===== src/rtl/vla_pkg.sv =====
package vla_pkg;
  typedef enum logic [1:0] {
    OP_LD_LEFT  = 2'd0,
    OP_LD_RIGHT = 2'd1,
    OP_ST_LEFT  = 2'd2,
    OP_ST_RIGHT = 2'd3
  } vla_op_e;

  function automatic logic op_is_store(input vla_op_e op);
    return op[1];
  endfunction

  function automatic logic op_is_right(input vla_op_e op);
    return op[0];
  endfunction
endpackage


===== src/rtl/vla_window.sv =====
module vla_window #(
  parameter int BYTES = 16,
  localparam int OFS_W = $clog2(BYTES)
) (
  input  logic [OFS_W-1:0] offset,
  input  logic             is_store,
  input  logic             is_right,
  output logic [BYTES-1:0] mask
);
  localparam logic [OFS_W:0] FULL = (OFS_W+1)'(BYTES);

  logic [OFS_W:0] bound;
  logic           upper_sel;

  // Loads count lanes from the register side, stores from the block side.
  always_comb begin
    bound     = is_store ? {1'b0, offset} : (FULL - {1'b0, offset});
    upper_sel = is_store ^ is_right;
  end

  for (genvar i = 0; i < BYTES; i++) begin : g_lane
    localparam logic [OFS_W:0] IDX = (OFS_W+1)'(i);
    always_comb begin
      mask[i] = upper_sel ? (IDX >= bound) : (IDX < bound);
    end
  end

  // The number of lanes selected follows from the offset alone.
  always_comb begin
    if (!is_right) begin
      p_left_count_r3: assert ($countones(mask) == (BYTES - int'(offset)))
        else $error("left window size wrong");
    end else begin
      p_right_count_r4: assert ($countones(mask) == int'(offset))
        else $error("right window size wrong");
    end
    if (is_right && offset == '0) begin
      p_right_empty_r5: assert (mask == '0)
        else $error("right window not empty at aligned offset");
    end
  end
endmodule


===== src/rtl/vla_rotator.sv =====
module vla_rotator #(
  parameter int BYTES  = 16,
  parameter int LANE_W = 8,
  localparam int OFS_W = $clog2(BYTES),
  localparam int VEC_W = BYTES * LANE_W
) (
  input  logic [VEC_W-1:0] din,
  input  logic [OFS_W-1:0] amount,
  input  logic             reverse,
  output logic [VEC_W-1:0] dout
);
  // Output lane i takes input lane (i + rot) mod BYTES, lane 0 at the MSB end.
  logic [OFS_W-1:0] rot;
  logic [VEC_W-1:0] stg [OFS_W+1];

  always_comb begin
    rot    = reverse ? (OFS_W'(0) - amount) : amount;
    stg[0] = din;
  end

  for (genvar s = 0; s < OFS_W; s++) begin : g_stage
    localparam int SH = (1 << s) * LANE_W;
    always_comb begin
      stg[s+1] = rot[s] ? {stg[s][VEC_W-1-SH:0], stg[s][VEC_W-1 -: SH]}
                        : stg[s];
    end
  end

  assign dout = stg[OFS_W];
endmodule


===== src/rtl/vec_lane_aligner.sv =====
module vec_lane_aligner #(
  parameter int BYTES  = 16,
  parameter int LANE_W = 8,
  localparam int OFS_W = $clog2(BYTES),
  localparam int VEC_W = BYTES * LANE_W
) (
  input  logic             clk,
  input  logic             rst_n,
  input  logic             req_valid,
  input  logic [1:0]       req_op,
  input  logic [OFS_W-1:0] req_offset,
  input  logic [VEC_W-1:0] mem_line,
  input  logic [VEC_W-1:0] src_vec,
  output logic             rsp_valid,
  output logic [VEC_W-1:0] ld_data,
  output logic [VEC_W-1:0] st_data,
  output logic [BYTES-1:0] st_be
);
  import vla_pkg::*;

  vla_op_e          op;
  logic             is_store;
  logic             is_right;
  logic [VEC_W-1:0] rot_in;
  logic [VEC_W-1:0] rot_out;
  logic [BYTES-1:0] win;
  logic [VEC_W-1:0] masked;

  logic [VEC_W-1:0] ld_nxt, st_nxt;
  logic [BYTES-1:0] be_nxt;
  logic             past_ok;

  always_comb begin
    op       = vla_op_e'(req_op);
    is_store = op_is_store(op);
    is_right = op_is_right(op);
    rot_in   = is_store ? src_vec : mem_line;
  end

  vla_rotator #(.BYTES(BYTES), .LANE_W(LANE_W)) u_rot (
    .din     (rot_in),
    .amount  (req_offset),
    .reverse (is_store),
    .dout    (rot_out)
  );

  vla_window #(.BYTES(BYTES)) u_win (
    .offset   (req_offset),
    .is_store (is_store),
    .is_right (is_right),
    .mask     (win)
  );

  for (genvar i = 0; i < BYTES; i++) begin : g_mask
    always_comb begin
      masked[VEC_W-1-i*LANE_W -: LANE_W] =
        win[i] ? rot_out[VEC_W-1-i*LANE_W -: LANE_W] : '0;
    end
  end

  // Next-state
  always_comb begin
    ld_nxt = is_store ? '0 : masked;
    st_nxt = is_store ? masked : '0;
    be_nxt = is_store ? win : '0;
  end

  // Registers
  always_ff @(posedge clk or negedge rst_n) begin
    if (!rst_n) begin
      rsp_valid <= 1'b0;
      past_ok   <= 1'b0;
      ld_data   <= '0;
      st_data   <= '0;
      st_be     <= '0;
    end else begin
      rsp_valid <= req_valid;
      past_ok   <= 1'b1;
      if (req_valid) begin
        ld_data <= ld_nxt;
        st_data <= st_nxt;
        st_be   <= be_nxt;
      end
    end
  end

  p_valid_latency_r2: assert property (@(posedge clk) disable iff (!rst_n)
    past_ok |-> (rsp_valid == $past(req_valid)))
    else $error("response valid not one cycle after request");

  p_hold_r11: assert property (@(posedge clk) disable iff (!rst_n)
    (past_ok && !$past(req_valid)) |->
      ($stable(ld_data) && $stable(st_data) && $stable(st_be)))
    else $error("outputs changed without a request");

  p_load_quiet_store_r8: assert property (@(posedge clk) disable iff (!rst_n)
    (past_ok && $past(req_valid) && !$past(req_op[1])) |->
      (st_be == '0 && st_data == '0))
    else $error("load drove store outputs");

  p_store_quiet_load_r8: assert property (@(posedge clk) disable iff (!rst_n)
    (past_ok && $past(req_valid) && $past(req_op[1])) |-> (ld_data == '0))
    else $error("store drove load data");
endmodule


===== config.mk =====
export PLATFORM = sky130hd
export DESIGN_NAME = vec_lane_aligner
export DESIGN_NICKNAME = d
export VERILOG_FILES = /design/src/rtl/vla_pkg.sv /design/src/rtl/vla_window.sv /design/src/rtl/vla_rotator.sv /design/src/rtl/vec_lane_aligner.sv
export SDC_FILE = /design/constraint.sdc
export NUM_CORES = 1
export LEC_CHECK = 0
export BUFFER_PORTS_ARGS = -buffer_cell sky130_fd_sc_hd__buf_2
export CORE_AREA = 2 2 211 213
export CTS_BUF_LIST = sky130_fd_sc_hd__clkbuf_4 sky130_fd_sc_hd__clkbuf_8
export CTS_CLUSTER_SIZE = 40
export DETAILED_ROUTE_END_ITERATION = 10
export DIE_AREA = 0 0 213 215
export MAX_ROUTING_LAYER = met4
export PLACE_DENSITY = 0.77
export SLEW_MARGIN = 15
export SYNTH_ARGS = -nofsm -noshare
export SYNTH_HDL_FRONTEND = slang
export SYNTH_SLANG_ARGS = --single-unit

===== constraint.sdc =====
create_clock -name clk -period 2.6 [get_ports clk]
set_clock_uncertainty 0.2 [all_clocks]
set_input_delay 0.39 -clock clk [delete_from_list [all_inputs] [get_ports clk]]
set_output_delay 0.39 -clock clk [all_outputs]
set_load 0.005 [all_outputs]

==> Yosys cells after proc, flatten, opt, wreduce, memory -nomap -nowiden <==
Index checks and enable logic that the tools add are counted.
{ "totals": {"output_inout_bits": 273, "word_cells": 81, "reg_bits": 273} }
{ "op_classes": {"n_lt_le_gt_ge": 32, "addsub": 2, "n_mux": 42, "n_bitwise": 1} }
{ "op_table": {"columns": ["op", "n"], "rows": [
  ["$mux W128", 7],
  ["$mux W8", 16],
  ["$ge A4 B5 Y1 const A", 8],
  ["$lt A4 B5 Y1 const A", 8],
  ["$ge A3 B5 Y1 const A", 4],
  ["$lt A3 B5 Y1 const A", 4],
  ["$mux W1", 16],
  ["$mux W16", 1],
  ["$ge A1 B5 Y1 const A", 2],
  ["$ge A2 B5 Y1 const A", 2],
  ["$lt A1 B5 Y1 const A", 2],
  ["$lt A2 B5 Y1 const A", 2],
  ["$mux W5", 1],
  ["$sub A5 B4 Y5 const A", 1],
  ["$mux W4", 1],
  ["$sub A1 B4 Y4 const A", 1],
  ["$xor A1 B1 Y1", 1]
]} }

==> Logic depth before layout (Yosys ltp) <==
{ "depth": {"word_depth": 8, "depth_mapped": 11} }

==> Modules after synthesis <==
From an unflattened synthesis, not the netlist that was laid out.
{ "unflattened": {"cells_unflattened": 1875, "area_unflattened_um2": 18909.4} }
{ "by_module_without_submodules": {"columns": ["module", "seq_area_each_um2", "instances", "area_per_inst_um2", "cells_each"], "rows": [
  ["vec_lane_aligner", 6831.6, 1, 12743.5, 1205],
  ["vla_rotator", 0.0, 1, 5576.6, 576],
  ["vla_window", 0.0, 1, 589.3, 94]
]} }

==> Least setup slack after synthesis <==
No wires, ideal clock.
{ "synth_timing": {"path_type": "input to register", "from": "input port req_offset[0]", "to": "register ld_data[114]", "cell_stages": 10, "setup_time_ns": 0.101, "path_buffers": 4, "setup_slack_ns": -0.243, "t_arrival_ns": 2.542, "path_cell_list": "buf_4 > inv_1 > ha_1 > clkbuf_1 > nor2b_1 > xnor2_1 > clkbuf_1 > clkbuf_1 > mux4_2 > o32ai_1"} }
{ "synth_between": {"elab_chain_cells": 8} }
{ "synth_lines": {"columns": ["element", "line_no", "source"], "rows": [
  ["from (decl)", "vec_lane_aligner.sv:11", "input logic [OFS_W-1:0] req_offset,"],
  ["branches (longest 6 deep; another with $sub A5 B4 Y5)", null, null],
  ["$mux W8 *", "vec_lane_aligner.sv:57", "win[i] ? rot_out[VEC_W-1-i*LANE_W -: LANE_W] : '0;"],
  ["$mux W128 *", "vec_lane_aligner.sv:63", "ld_nxt = is_store ? '0 : masked;"],
  ["to (signal assigned)", "vec_lane_aligner.sv:80", "ld_data <= ld_nxt;"],
  ["to (decl)", "vec_lane_aligner.sv:15", "output logic [VEC_W-1:0] ld_data,"]
]} }
Mark *: on every way between the ends.
A chain may end at the register's enable or synchronous reset.

==> Worst setup path in the final report <==
{ "layout_timing": {"from": "input port req_offset[1]", "to": "register ld_data[118]"} }
{ "layout_between": {"elab_chain_cells": 7} }
{ "layout_lines": {"columns": ["element", "line_no"], "rows": [
  ["branches (longest 5 deep; another with $sub A5 B4 Y5)", null],
  ["$mux W8 *", "vec_lane_aligner.sv:57"],
  ["$mux W128 *", "vec_lane_aligner.sv:63"]
]} }
Marks and branches as above.

==> run metrics <==
vias in the first global route 19200; initial antenna violation count 12; RSZ-0062 raised after global routing false; CTS buffer count 45; Sw Pwr 5.54 mW; min cycle time layout 2.47 ns; setup ws final 0.127 ns; Pleak 12.2 nW; Layout area overhead 34.6%; number of synthesized flops with an enable pin 0; Crit. Startpoint req_offset[1]; RR Endpoint ld_data[50]; Hold Crit Class in2reg; Filler cells 3734; DR DRC count 0; post-synthesis sequential area ratio 36.3%; Async SR Flop Fraction 100%; DRT Wirelength 90700 um; Yosys reg bits 273; largest net degree at the start of global routing 157; Initial Util 43.2%; # IOs 538; die width 213 um; Final Util 58.1%; Post-Syn Instances 1869; max_cap viols 0; Die Span Y 215 um; share of the synthesized area in the top cell type 36.3%; WP data required 2.89 ns; max-slew violation count 0; Most used DFF post-synth dfrtp_1; Area contributors post-synth dfrtp_1 (36%), mux2i_1 (15%), o22ai_1 (14%); clock slew seen by the registers of the worst setup and hold paths 0.07 ns; post-synthesis cell type count 49; CTS tree done; placed inst area 24300 um2; DR vias 20100; combinational share of power 39.3%; Row Count 77; Post-CTS Setup Inserts 0; DRT Pass-1 Iters 6; Post-DP HPWL 74700 um; gr usage total 40.0%; Rel. slew slack 28.2%; Max rail drop VDD 0.376 mV; Worst-Margin Slew 1.07 ns; Finish-stage setup viols 0; startpoint types input port; vias per inst 6.25; pre-CTS WS -0.375 ns; Root Buffer clkbuf_8; Worst Setup EP ld_data[118]; synth warn 0; Mapped Area 18800 um2; Post-Layout Inst Area 25400 um2; worst hold margin 0.0289 ns; top cells by count, synth o22ai_1 (435), dfrtp_1 (273), mux2i_1 (273); Max clock buf depth 3; clock share of power 27.4%; Seq pwr share 33.4%; share of layout cells above drive strength 1 40.9%; worst-path fanout max 50; FMAX 0.404 GHz; run status complete, no violations; Yosys top cell by area dfrtp_1; Iteration-0 DRC Markers 2716; Reg2Reg Depth 2; input/output buffers 537; Hold Vio Cnt, Final 0; clk_lat worst skew 0.61 ns; ANT nets after route 0; Routability Congestion 1.03; Clock Sinks 273; Syn Area/Cell 10.1 um2; R2R setup slack 1.60 ns; Setup CP Type in2reg; Die ar. 45800 um2; CP arrival 2.77 ns; fin crit share 95.1%; first-pass GRT wire length 130000 um; total gr overflow 0; area of the core 43600 um2; H-tree levels 2; R2R Path Start ld_data[50]; most frequent cell after synthesis o22ai_1; switching share of power 36.3%; crit path capture type flip-flop; WL per Instance 28.1 um; Int Power 9.71 mW; syn nets 2136; Layout Nets 2850; pwr/cell area 602 nW/um2
stage by stage:
stage / power (mW) / TNS, ns / cells
CTS: 15.1 / 0 / 3210
floorplan: 8.01 / 0 / 1869
finish: 15.3 / 0 / 3222
global route: 15.8 / 0 / 3221
global placement: 10.9 / -37.66 / 3127
detailed placement: 11.0 / -46.46 / 3127
state kept, by name, summed over array words and instances, names as in the netlist:
register and count:
st_data 128, st_be 16, ld_data 128, rsp_valid 1
per-layer routing:
metal  up-vias  part of all wire, %  GRT usage [%]
li1       8568                    -              -
met1      9996                   39           52.4
met2      1352                   46           60.9
met3       216                   10           7.94
met4         0                  4.5           15.8
met5         -                    0              -
critical path, cell delays in order:
cell     delay (ns)
buf_2          0.11
inv_1          0.09
ha_4           0.32
nand2_4        0.12
buf_12         0.23
o22ai_1        0.44
nor2_1         0.18
mux4_2         0.61
o32ai_1        0.26
final cells by class:
class,count,area [um2],share of cell area (%)
tap,592,741,2.92
clock inverter,15,144,0.568
inverter,244,918,3.62
sequential,273,6830,26.9
clock buffer,67,860,3.39
multi-input combinational,1187,10400,41.1
antenna,12,30.0,0.118
timing repair buffer,832,5420,21.4
logic make-up (layout without fill, tap and decap cells):
group	after synthesis	after routing	share of synthesized area, %
AO/OA/AOI/OAI	554	554	19.6
XOR/XNOR	12	12	0.757
adder cells (fa/ha/maj)	2	2	0.133
buffers and inverters	409	1158	8.91
flip-flops	273	273	36.3
multiplexers	404	404	29.0
other	0	12	0
AND/OR/NAND/NOR	215	215	5.33
placed cells by master, fill, tap and decap left out, types with 3 or more instances in the layout:
cell	synthesis	final
clkbuf_8	0	57
nor2b_1	5	5
a21oi_1	5	5
buf_2	43	534
buf_4	14	255
mux2i_1	273	266
clkinv_2	0	8
inv_1	244	243
o32ai_1	48	48
dfrtp_1	273	273
mux2i_2	1	8
nand3_1	7	7
nand2_1	12	11
nand2b_1	36	34
clkbuf_4	0	10
o221ai_1	32	32
o21ai_0	18	18
mux2_2	18	18
nor3_1	3	3
xnor2_1	4	3
nor2_1	134	134
buf_12	0	39
diode_2	0	12
mux4_2	112	112
o22ai_1	435	435
xor2_1	6	6
worst min path at each step:
stage	cells past startpoint	end	startpoint	slack [ns]
finish	4	st_be[15]	req_op[0]	0.03
global route	4	st_be[15]	req_op[0]	0.05
CTS	4	st_be[15]	req_op[0]	0.01
detailed placement	1	ld_data[14]	rst_n	0.16
global placement	1	st_be[5]	rst_n	0.16
floorplan	0	ld_data[0]	rst_n	-0.11
power by group through the flow:
| stage | combinational [mW] | sequential, mW | clock [mW] |
|---|---|---|---|
| floorplan | 2.90 | 5.12 | 0 |
| global placement | 5.74 | 5.13 | 0 |
| detailed placement | 5.84 | 5.14 | 0 |
| CTS | 5.86 | 5.08 | 4.19 |
| global route | 6.25 | 5.12 | 4.38 |
| finish | 5.99 | 5.09 | 4.18 |
what timing repair did:
item	in CTS	in global routing
resized for setup	0	0
hold buffers	1	0
hold endpoints to repair	273	0
endpoints found under the setup margin	0	0
(Power assumes the default switching activity.)
